--- src/rtl/rss_pkg.sv ---
package rss_pkg;

  typedef enum logic [1:0] {
    S_IDLE    = 2'd0,
    S_COUNT   = 2'd1,
    S_SCATTER = 2'd2
  } sortState_t;

  // Strobes from the sequencer to the datapath
  typedef struct packed {
    logic loadOk;      // idle: external loads allowed
    logic latchTotal;  // latch zero total, clear running counts
    logic writeEn;     // scatter one element this cycle
    logic swap;        // last element of a pass: buffers swap roles
  } ctlStrobe_t;

endpackage

--- src/rtl/rss_control.sv ---
module rss_control
  import rss_pkg::*;
#(
  parameter int N     = 8,
  parameter int KEY_W = 4,
  parameter int IDX_W = $clog2(N),
  parameter int BIT_W = (KEY_W > 1) ? $clog2(KEY_W) : 1
) (
  input  logic             clk,
  input  logic             rstN,
  input  logic             start,
  output ctlStrobe_t       ctl,
  output logic [BIT_W-1:0] bitSel,
  output logic [IDX_W-1:0] elemIdx,
  output logic             busy,
  output logic             done
);

  localparam logic [IDX_W-1:0] LAST_ELEM = IDX_W'(N - 1);
  localparam logic [BIT_W-1:0] LAST_BIT  = BIT_W'(KEY_W - 1);

  sortState_t state;

  always_ff @(posedge clk or negedge rstN) begin
    if (!rstN) begin
      state   <= S_IDLE;
      bitSel  <= '0;
      elemIdx <= '0;
      done    <= 1'b0;
    end else begin
      done <= 1'b0;
      unique case (state)
        S_IDLE: begin
          if (start) begin
            state  <= S_COUNT;
            bitSel <= '0;
          end
        end
        S_COUNT: begin
          elemIdx <= '0;
          state   <= S_SCATTER;
        end
        S_SCATTER: begin
          if (elemIdx == LAST_ELEM) begin
            if (bitSel == LAST_BIT) begin
              state <= S_IDLE;
              done  <= 1'b1;
            end else begin
              bitSel <= bitSel + 1'b1;
              state  <= S_COUNT;
            end
          end else begin
            elemIdx <= elemIdx + 1'b1;
          end
        end
        default: state <= S_IDLE;
      endcase
    end
  end

  always_comb begin
    ctl.loadOk     = (state == S_IDLE);
    ctl.latchTotal = (state == S_COUNT);
    ctl.writeEn    = (state == S_SCATTER);
    ctl.swap       = (state == S_SCATTER) && (elemIdx == LAST_ELEM);
  end

  assign busy = (state != S_IDLE);

endmodule

--- src/rtl/rss_datapath.sv ---
module rss_datapath
  import rss_pkg::*;
#(
  parameter int N     = 8,
  parameter int KEY_W = 4,
  parameter int TAG_W = 3,
  parameter int IDX_W = $clog2(N),
  parameter int BIT_W = (KEY_W > 1) ? $clog2(KEY_W) : 1
) (
  input  logic             clk,
  input  logic             rstN,
  input  ctlStrobe_t       ctl,
  input  logic [BIT_W-1:0] bitSel,
  input  logic [IDX_W-1:0] elemIdx,
  input  logic             loadValid,
  input  logic [IDX_W-1:0] loadIdx,
  input  logic [KEY_W-1:0] loadKey,
  input  logic [TAG_W-1:0] loadTag,
  input  logic [IDX_W-1:0] readIdx,
  output logic [KEY_W-1:0] readKey,
  output logic [TAG_W-1:0] readTag
);

  localparam int CNT_W = $clog2(N + 1);

  logic [KEY_W-1:0] keyMem [2][N];
  logic [TAG_W-1:0] tagMem [2][N];

  logic             srcSel;     // buffer holding the current source data
  logic [CNT_W-1:0] zeroTotal;  // zero-bit elements in this pass
  logic [CNT_W-1:0] zeroCnt;    // zero-bit elements already scattered
  logic [CNT_W-1:0] oneCnt;     // one-bit elements already scattered
  logic [CNT_W-1:0] zeroSum;
  logic [KEY_W-1:0] curKey;
  logic [TAG_W-1:0] curTag;
  logic             curBit;
  logic [CNT_W-1:0] destWide;
  logic [IDX_W-1:0] destIdx;

  // Count zero bits across the whole source buffer in one cycle
  always_comb begin
    zeroSum = '0;
    for (int i = 0; i < N; i++) begin
      zeroSum = zeroSum + CNT_W'(!keyMem[srcSel][i][bitSel]);
    end
  end

  assign curKey   = keyMem[srcSel][elemIdx];
  assign curTag   = tagMem[srcSel][elemIdx];
  assign curBit   = curKey[bitSel];
  assign destWide = curBit ? (zeroTotal + oneCnt) : zeroCnt;
  assign destIdx  = destWide[IDX_W-1:0];

  always_ff @(posedge clk or negedge rstN) begin
    if (!rstN) begin
      srcSel    <= 1'b0;
      zeroTotal <= '0;
      zeroCnt   <= '0;
      oneCnt    <= '0;
    end else begin
      if (ctl.latchTotal) begin
        zeroTotal <= zeroSum;
        zeroCnt   <= '0;
        oneCnt    <= '0;
      end else if (ctl.writeEn) begin
        if (curBit) oneCnt  <= oneCnt + 1'b1;
        else        zeroCnt <= zeroCnt + 1'b1;
      end
      if (ctl.swap) srcSel <= ~srcSel;
    end
  end

  // Storage: loads go to the source buffer, scatters to the other one
  always_ff @(posedge clk) begin
    if (ctl.loadOk && loadValid) begin
      keyMem[srcSel][loadIdx] <= loadKey;
      tagMem[srcSel][loadIdx] <= loadTag;
    end else if (ctl.writeEn) begin
      keyMem[~srcSel][destIdx] <= curKey;
      tagMem[~srcSel][destIdx] <= curTag;
    end
  end

  assign readKey = keyMem[srcSel][readIdx];
  assign readTag = tagMem[srcSel][readIdx];

endmodule

--- src/rtl/radix_split_sorter.sv ---
module radix_split_sorter
  import rss_pkg::*;
#(
  parameter int N     = 8,
  parameter int KEY_W = 4,
  parameter int TAG_W = 3,
  localparam int IDX_W = $clog2(N),
  localparam int BIT_W = (KEY_W > 1) ? $clog2(KEY_W) : 1
) (
  input  logic             clk,
  input  logic             rstN,
  input  logic             loadValid,
  input  logic [IDX_W-1:0] loadIdx,
  input  logic [KEY_W-1:0] loadKey,
  input  logic [TAG_W-1:0] loadTag,
  input  logic             start,
  output logic             busy,
  output logic             done,
  input  logic [IDX_W-1:0] readIdx,
  output logic [KEY_W-1:0] readKey,
  output logic [TAG_W-1:0] readTag
);

  ctlStrobe_t       ctl;
  logic [BIT_W-1:0] bitSel;
  logic [IDX_W-1:0] elemIdx;

  rss_control #(.N(N), .KEY_W(KEY_W), .IDX_W(IDX_W), .BIT_W(BIT_W)) uCtl (
    .clk(clk), .rstN(rstN), .start(start), .ctl(ctl),
    .bitSel(bitSel), .elemIdx(elemIdx), .busy(busy), .done(done)
  );

  rss_datapath #(.N(N), .KEY_W(KEY_W), .TAG_W(TAG_W), .IDX_W(IDX_W), .BIT_W(BIT_W)) uDp (
    .clk(clk), .rstN(rstN), .ctl(ctl), .bitSel(bitSel), .elemIdx(elemIdx),
    .loadValid(loadValid), .loadIdx(loadIdx), .loadKey(loadKey), .loadTag(loadTag),
    .readIdx(readIdx), .readKey(readKey), .readTag(readTag)
  );

endmodule

--- config.mk ---
export PLATFORM = sky130hd
export DESIGN_NAME = radix_split_sorter
export DESIGN_NICKNAME = d
export VERILOG_FILES = /design/src/rtl/rss_pkg.sv /design/src/rtl/rss_control.sv /design/src/rtl/rss_datapath.sv /design/src/rtl/radix_split_sorter.sv
export SDC_FILE = /design/constraint.sdc
export NUM_CORES = 1
export LEC_CHECK = 0
export ABC_AREA = 1
export CAP_MARGIN = 40
export CORE_ASPECT_RATIO = 0.75
export CORE_MARGIN = 5
export CORE_UTILIZATION = 60
export CTS_CLUSTER_SIZE = 40
export DETAILED_ROUTE_END_ITERATION = 8
export DONT_BUFFER_PORTS = 1
export GPL_ROUTABILITY_DRIVEN = 0
export PLACE_DENSITY = 0.88
export SLEW_MARGIN = 0
export SYNTH_ARGS = -nofsm -noshare
export SYNTH_HDL_FRONTEND = slang
export SYNTH_SLANG_ARGS = --single-unit
--- constraint.sdc ---
create_clock -name clk -period 10.2 [get_ports clk]
set_input_delay 1.53 -clock clk [delete_from_list [all_inputs] [get_ports clk]]
set_output_delay 1.53 -clock clk [all_outputs]
set_load 0.01 [all_outputs]
== Word level (Yosys, flattened, before mapping) ==
Memory sizes are Yosys's and may differ from the RTL's.
Cells that the tools add are included.

* $mul: 0
* Order comparisons: 7
* Div/mod/pow operators: 0
* $add $sub $neg: 12
* Shifts and indexed selects: 0
* Bitwise operators: 5
* Reduce and logical (&&, ||, !) cells: 24
* Mux-type cells: 71
* Equal/unequal tests: 9

{| class="wikitable"
|+ Operators by type and width
! kind !! count
|-
| 32-bit two-way mux || 4
|-
| 24-bit two-way mux || 4
|-
| 4-bit two-way mux || 12
|-
| 32-bit OR reduction || 1
|-
| 4-bit binary-select mux with 3-bit select || 2
|-
| 4-bit demux with 3-bit select || 2
|-
| 3-bit two-way mux || 8
|-
| 24-bit OR reduction || 1
|-
| 1-bit binary-select mux with 2-bit select || 9
|-
| 3-bit binary-select mux with 3-bit select || 2
|-
| 3-bit demux with 3-bit select || 2
|-
| 1-bit two-way mux || 18
|-
| 4-bit >= comparator (second input constant) || 4
|-
| 3-bit inverter with 4-bit output || 4
|-
| 3-bit by 1-bit adder with 3-bit output || 5
|-
| 2-bit two-way mux || 5
|-
| 4-bit by 1-bit adder with 4-bit output (second input constant) || 2
|-
| 1-bit zero test || 8
|-
| 4-bit by 1-bit < comparator with 1-bit output (second input constant) || 2
|-
| 2-bit inequality test (second input constant) || 4
|-
| 2-bit AND reduction || 4
|-
| 2-bit nonzero test || 4
|-
| 2-bit one-hot mux with 3 select lines || 1
|-
| 3-bit one-hot mux with 2 select lines || 1
|-
| 15 further kinds || 19
|}

* ROM bits: 0
* Memory bits (writable): 112
* Bits of input ports: 17
* Logic and storage cells: 138
* Memories kept: 2
* Bits in registers: 20
* Latch bits: 0

{| class="wikitable"
|+ Memory list
! memory !! depth !! width !! read ports !! clocked after Yosys merged registers in !! write ports !! line !! text
|-
| uDp.keyMem || 2 || 32 || 1 || 0 || 1 || rss_datapath.sv:26 || <nowiki>logic [KEY_W-1:0] keyMem [2][N];</nowiki>
|-
| uDp.tagMem || 2 || 24 || 1 || 0 || 1 || rss_datapath.sv:27 || <nowiki>logic [TAG_W-1:0] tagMem [2][N];</nowiki>
|}

== Logic depth before layout (Yosys ltp) ==
* Depth after elaboration: 15
* Depth in mapped cells: 16
* Mapped depth without buffers: 15

== By module ==
A second synthesis with hierarchy kept.

* Cells, all modules: 721
* Area total of the unflattened synthesis: 6759.0 um^2

{| class="wikitable"
|+ Modules (own cells, without submodules)
! module !! cells each !! times used !! area an instance (um^2) !! seq. area each (um^2)
|-
| rss_datapath || 678 || 1 || 6372.4 || 3613.5
|-
| rss_control || 43 || 1 || 386.6 || 200.2
|}

== Worst setup path before layout ==
OpenSTA, ideal clock, no wires.

* Path type: input-to-output
* Start: in readIdx[1]
* End: out readKey[3]
* Path slack: 6.150 ns
* Arrival: 2.520 ns
* Buffers on the path: 2
* Cell stages on the path: 7
* Path through: clkbuf_1 inv_1 clkbuf_1 o21ai_0 o22ai_1 nor2_1 a31oi_1

* Longest elaborated chain between the ends: 4

{| class="wikitable"
|+ RTL lines
! element !! line !! text
|-
| from (decl) || radix_split_sorter.sv:19 || <nowiki>input logic [IDX_W-1:0] readIdx,</nowiki>
|-
| 3-bit inverter with 4-bit output (not written as such) || rss_datapath.sv:84 || <nowiki>assign readKey = keyMem[srcSel][readIdx];</nowiki>
|-
| 4-bit binary-select mux with 3-bit select || rss_datapath.sv:84 ||
|-
| 4-bit two-way mux (not written as such) (2 in a row) || rss_datapath.sv:84 ||
|-
| to (decl) || radix_split_sorter.sv:20 || <nowiki>output logic [KEY_W-1:0] readKey,</nowiki>
|}

No other way between the ends. The select of a mux whose other input is x is not followed.

== Worst setup path after layout ==
* Start: reg uDp.srcSel
* End: reg uDp.zeroTotal[2]

* Longest elaborated chain between the ends: 11

{| class="wikitable"
|+ RTL lines
! element !! line !! text
|-
| from (decl) || rss_datapath.sv:29 || <nowiki>logic srcSel;</nowiki>
|-
| from (signal assigned) || rss_datapath.sv:69 || <nowiki>if (ctl.swap) srcSel <= ~srcSel;</nowiki>
|-
| memory read 2 x 32 bit (*) || - ||
|-
| 1-bit binary-select mux with 2-bit select || rss_datapath.sv:44 || <nowiki>zeroSum = zeroSum + CNT_W'(!keyMem[srcSel][i][bitSel]);</nowiki>
|-
| 1-bit two-way mux (not written as such) || rss_datapath.sv:44 ||
|-
| 1-bit zero test || rss_datapath.sv:44 ||
|-
| 1-bit by 1-bit adder with 2-bit output || rss_datapath.sv:44 ||
|-
| 2-bit by 1-bit adder with 3-bit output || rss_datapath.sv:44 ||
|-
| 3-bit by 1-bit adder with 3-bit output (4 in a row) || rss_datapath.sv:44 ||
|-
| 3-bit by 1-bit adder with 3-bit output (*) || rss_datapath.sv:44 ||
|-
| to (signal assigned) || rss_datapath.sv:62 || <nowiki>zeroTotal <= zeroSum;</nowiki>
|-
| to (decl) || rss_datapath.sv:30 || <nowiki>logic [CNT_W-1:0] zeroTotal;</nowiki>
|}

Every way passes the cells marked *; elsewhere a longest branch is shown, timed or not. The select of a mux whose other input is x is not followed.
A chain may end at the register's enable or synchronous reset.

==> impl_metrics.json <==
{
  "clkLatencyLatePin_ns": 0.42,
  "vias": 5712,
  "power.leakage_nw": 2.935,
  "fin_setup_tns_ns": 0,
  "clkSlewWorstSetupHoldPaths_ns": 0.06,
  "core-area_um2": 11020,
  "routed_wl_um": 17970,
  "cts_max_level": 4,
  "status": "finished, final reports clean",
  "std_cell_rows": 33,
  "avgSynthCellArea_um2": 9.429,
  "worstSetupPathType": "register to register",
  "p_int_w": 0.001386,
  "sw_frac_of_total_pct": 39.12,
  "post-route-drc-count": 0,
  "cts-buffers-inserted": 17,
  "chipWidth_um": 133.0,
  "die_y_um": 102.3,
  "hold_slack_ns": 0.5122,
  "comb_power_share_pct": 37.7,
  "die_area_um2": 13600,
  "worst_slew_margin_rel_pct": 32.77,
  "mostFrequentLayoutCells": "222 x nand2_1, 112 x edfxtp_1, 89 x nand3_1",
  "hp-start": "uDp.zeroTotal[2]",
  "postCtsSetupBuffers": 0,
  "antenna_left": 0,
  "grt_pass1_wl_um": 28120,
  "grt_pass1_vias": 5379,
  "whs_path_depth": 2,
  "netSwitchingPower_w": 0.0008906,
  "maxSlewViolCount": 0,
  "power_density_nw_per_um2": 303.1,
  "cts.repair.resized": 0,
  "hold_path_class": "register to register",
  "seq_power_share_pct": 34.3,
  "final_nets": 750,
  "period_minus_slack_ns": 4.800,
  "syn_area_um2": 6808,
  "synth_warnings": 0,
  "clock_path_buffers": 2,
  "startpoint_type": "register",
  "fillers": 730,
  "layout_commonest_cell": "nand2_1",
  "tightest_slew_ns": 1.007,
  "ctsHoldBuffers": 0,
  "grt_max_degree": 59,
  "start_util_pct": 61.75,
  "ys_seq_area_share_pct": 56.02,
  "drt_iter0_markers": 1056,
  "cts_tree": "built",
  "p_clk_share_pct": 28.0,
  "pre_cts_ws_ns": 5.491,
  "endpoint_kind": "register",
  "syn_inst": 722,
  "ios": 26,
  "worstHoldEndpoint": "uDp.zeroTotal[2]",
  "peakVddDrop_mv": 0.1848,
  "ys_seq_elements": 130,
  "reg2reg_depth": 15,
  "synth_nets": 757,
  "grt_usage_pct": 27.00,
  "drive_above_1_share_pct": 6.593,
  "placed_area_um2": 6889,
  "fin_crit_sh_pct": 47.06,
  "drt-wirelength-per-cell_um": 20.71,
  "r2r-start": "uDp.srcSel",
  "syn_to_final_growth_pct": 10.35,
  "instances_no_fill": 868,
  "n_antenna_cell": 0,
  "root_buffer": "clkbuf_16",
  "finalSetupViolCount": 0,
  "cp.arrival_ns": 5.13,
  "hpwlAfterDp_um": 11940,
  "postLayoutSetupSlackWorst_ns": 5.400,
  "critPathRequiredTime_ns": 10.53,
  "max_cap_violations": 0,
  "crit_fanout": 58,
  "cts.sinks": 130,
  "port_buffers": 0,
  "final_area_um2": 7512,
  "gr-total-overflow": 0,
  "clock_skew_ns": 0.006830,
  "hold_viol": 0,
  "r2r-end": "uDp.zeroTotal[2]",
  "dp_cells": 836,
  "ys_types": 38,
  "antenna_found_initial": 0,
  "rsz0062_at_grt": "no",
  "drt_first_pass_iters": 7,
  "rrSetupSlack_ns": 5.40,
  "viasPerCell": 6.581,
  "fmax_ghz": 0.2083
}
-- worst max-delay path, stage by stage, from the launching register on --
cell     delay (ns)
dfrtp_2        0.33
buf_4          0.55
inv_2          0.53
nand2_1        0.26
and2_1         0.20
o21ai_0        0.09
o21a_1         0.16
fa_1           0.51
fa_1           0.55
inv_1          0.06
fa_1           0.55
ha_1           0.16
inv_1          0.06
fa_1           0.38
xor2_1         0.17
o21ai_0        0.15
-- synth_stat cells (all sizes together) --
master  number  area, um^2
xor2         3       26.28
nand3b       2       15.01
inv         33       123.9
a311oi       1       8.760
o22ai        1       6.260
nor2        31       118.9
o21a         4       30.03
o221ai       3       26.28
o211ai      19       142.6
and2        19       118.9
nand3       91       465.5
xnor2        4       35.03
nand4        1       6.260
a211oi       1       7.510
ha          13       162.7
clkbuf      20       76.32
buf         15       93.83
o21ai       50       250.2
a31oi        8       50.05
fa           5       100.1
edfxtp     112        3363
a21oi       26       130.1
mux2i       11       110.1
o32a         1       10.01
o31ai        2       15.01
dfrtp       18       450.4
o22a         1       8.760
nor3         1       5.000
nand2      223       839.6
clkinv       3       11.26
-- logic make-up after synthesis --
logic type / count (synthesis) / share of synthesized area, %
buffers and inverters: 71 / 4.484
adders and majority gates: 18 / 3.860
muxes: 11 / 1.617
DFF: 130 / 56.02
AOI/OAI and AO/OA: 117 / 10.07
xor gates and xnor gates: 7 / 0.9006
and+or+nand+nor: 368 / 23.05
-- cell type report --
type	instances	area [um^2]	area share [%]
Inverter	36	135.1	1.799
Clock buffer	17	425.4	5.663
Multi-Input combinational cell	521	2689	35.79
Clock inverter	15	197.7	2.632
Tap cell	140	175.2	2.332
Timing Repair Buffer	9	75.07	0.9993
Sequential cell	130	3815	50.78
-- power groups by stage --
stage / Clock, W / Combinational [W] / Sequential [W]
6_report: 0.000636 / 0.000859 / 0.000781
5_1_grt: 0.000664 / 0.000954 / 0.000787
4_1_cts: 0.000638 / 0.000832 / 0.000778
3_5_place_dp: 0 / 0.000823 / 0.000787
3_3_place_gp: 0 / 0.000753 / 0.000793
2_1_floorplan: 0 / 0.000617 / 0.000758
-- metal layers --
layer,track usage (%),wire [um],up-vias
met3,8.219,2484,95
met4,13.26,830,0
met1,35.60,6823,2603
li1,-,-,2495
met5,0,0,-
met2,41.30,7833,519
-- through the flow --
stage,total power (W),utilization (%)
2_1_floorplan,0.001375,-
3_3_place_gp,0.001545,61.95
3_5_place_dp,0.001610,62.49
4_1_cts,0.002248,68.14
5_1_grt,0.002405,68.14
6_report,0.002277,68.14
-- worst max-delay path by stage --
stage	from	end	slack (ns)
after floorplan	readIdx[1]	readKey[3]	6.15
after global placement	uDp.srcSel	uDp.zeroTotal[2]	5.60
after detailed placement	uDp.srcSel	uDp.zeroTotal[2]	5.49
after CTS	uDp.srcSel	uDp.zeroTotal[2]	5.46
after global routing	uDp.srcSel	uDp.zeroTotal[2]	5.07
final	uDp.srcSel	uDp.zeroTotal[2]	5.40
-- flip-flops by register name, indices dropped and copies added, names as in the netlist --
register and flops:
uCtl.bitSel 2, uCtl.done 1, uCtl.elemIdx 3, uCtl.state 2, uDp.keyMem 64, uDp.oneCnt 3, uDp.srcSel 1, uDp.tagMem 48
uDp.zeroCnt 3, uDp.zeroTotal 3
Power figures use the tool's default switching activity.
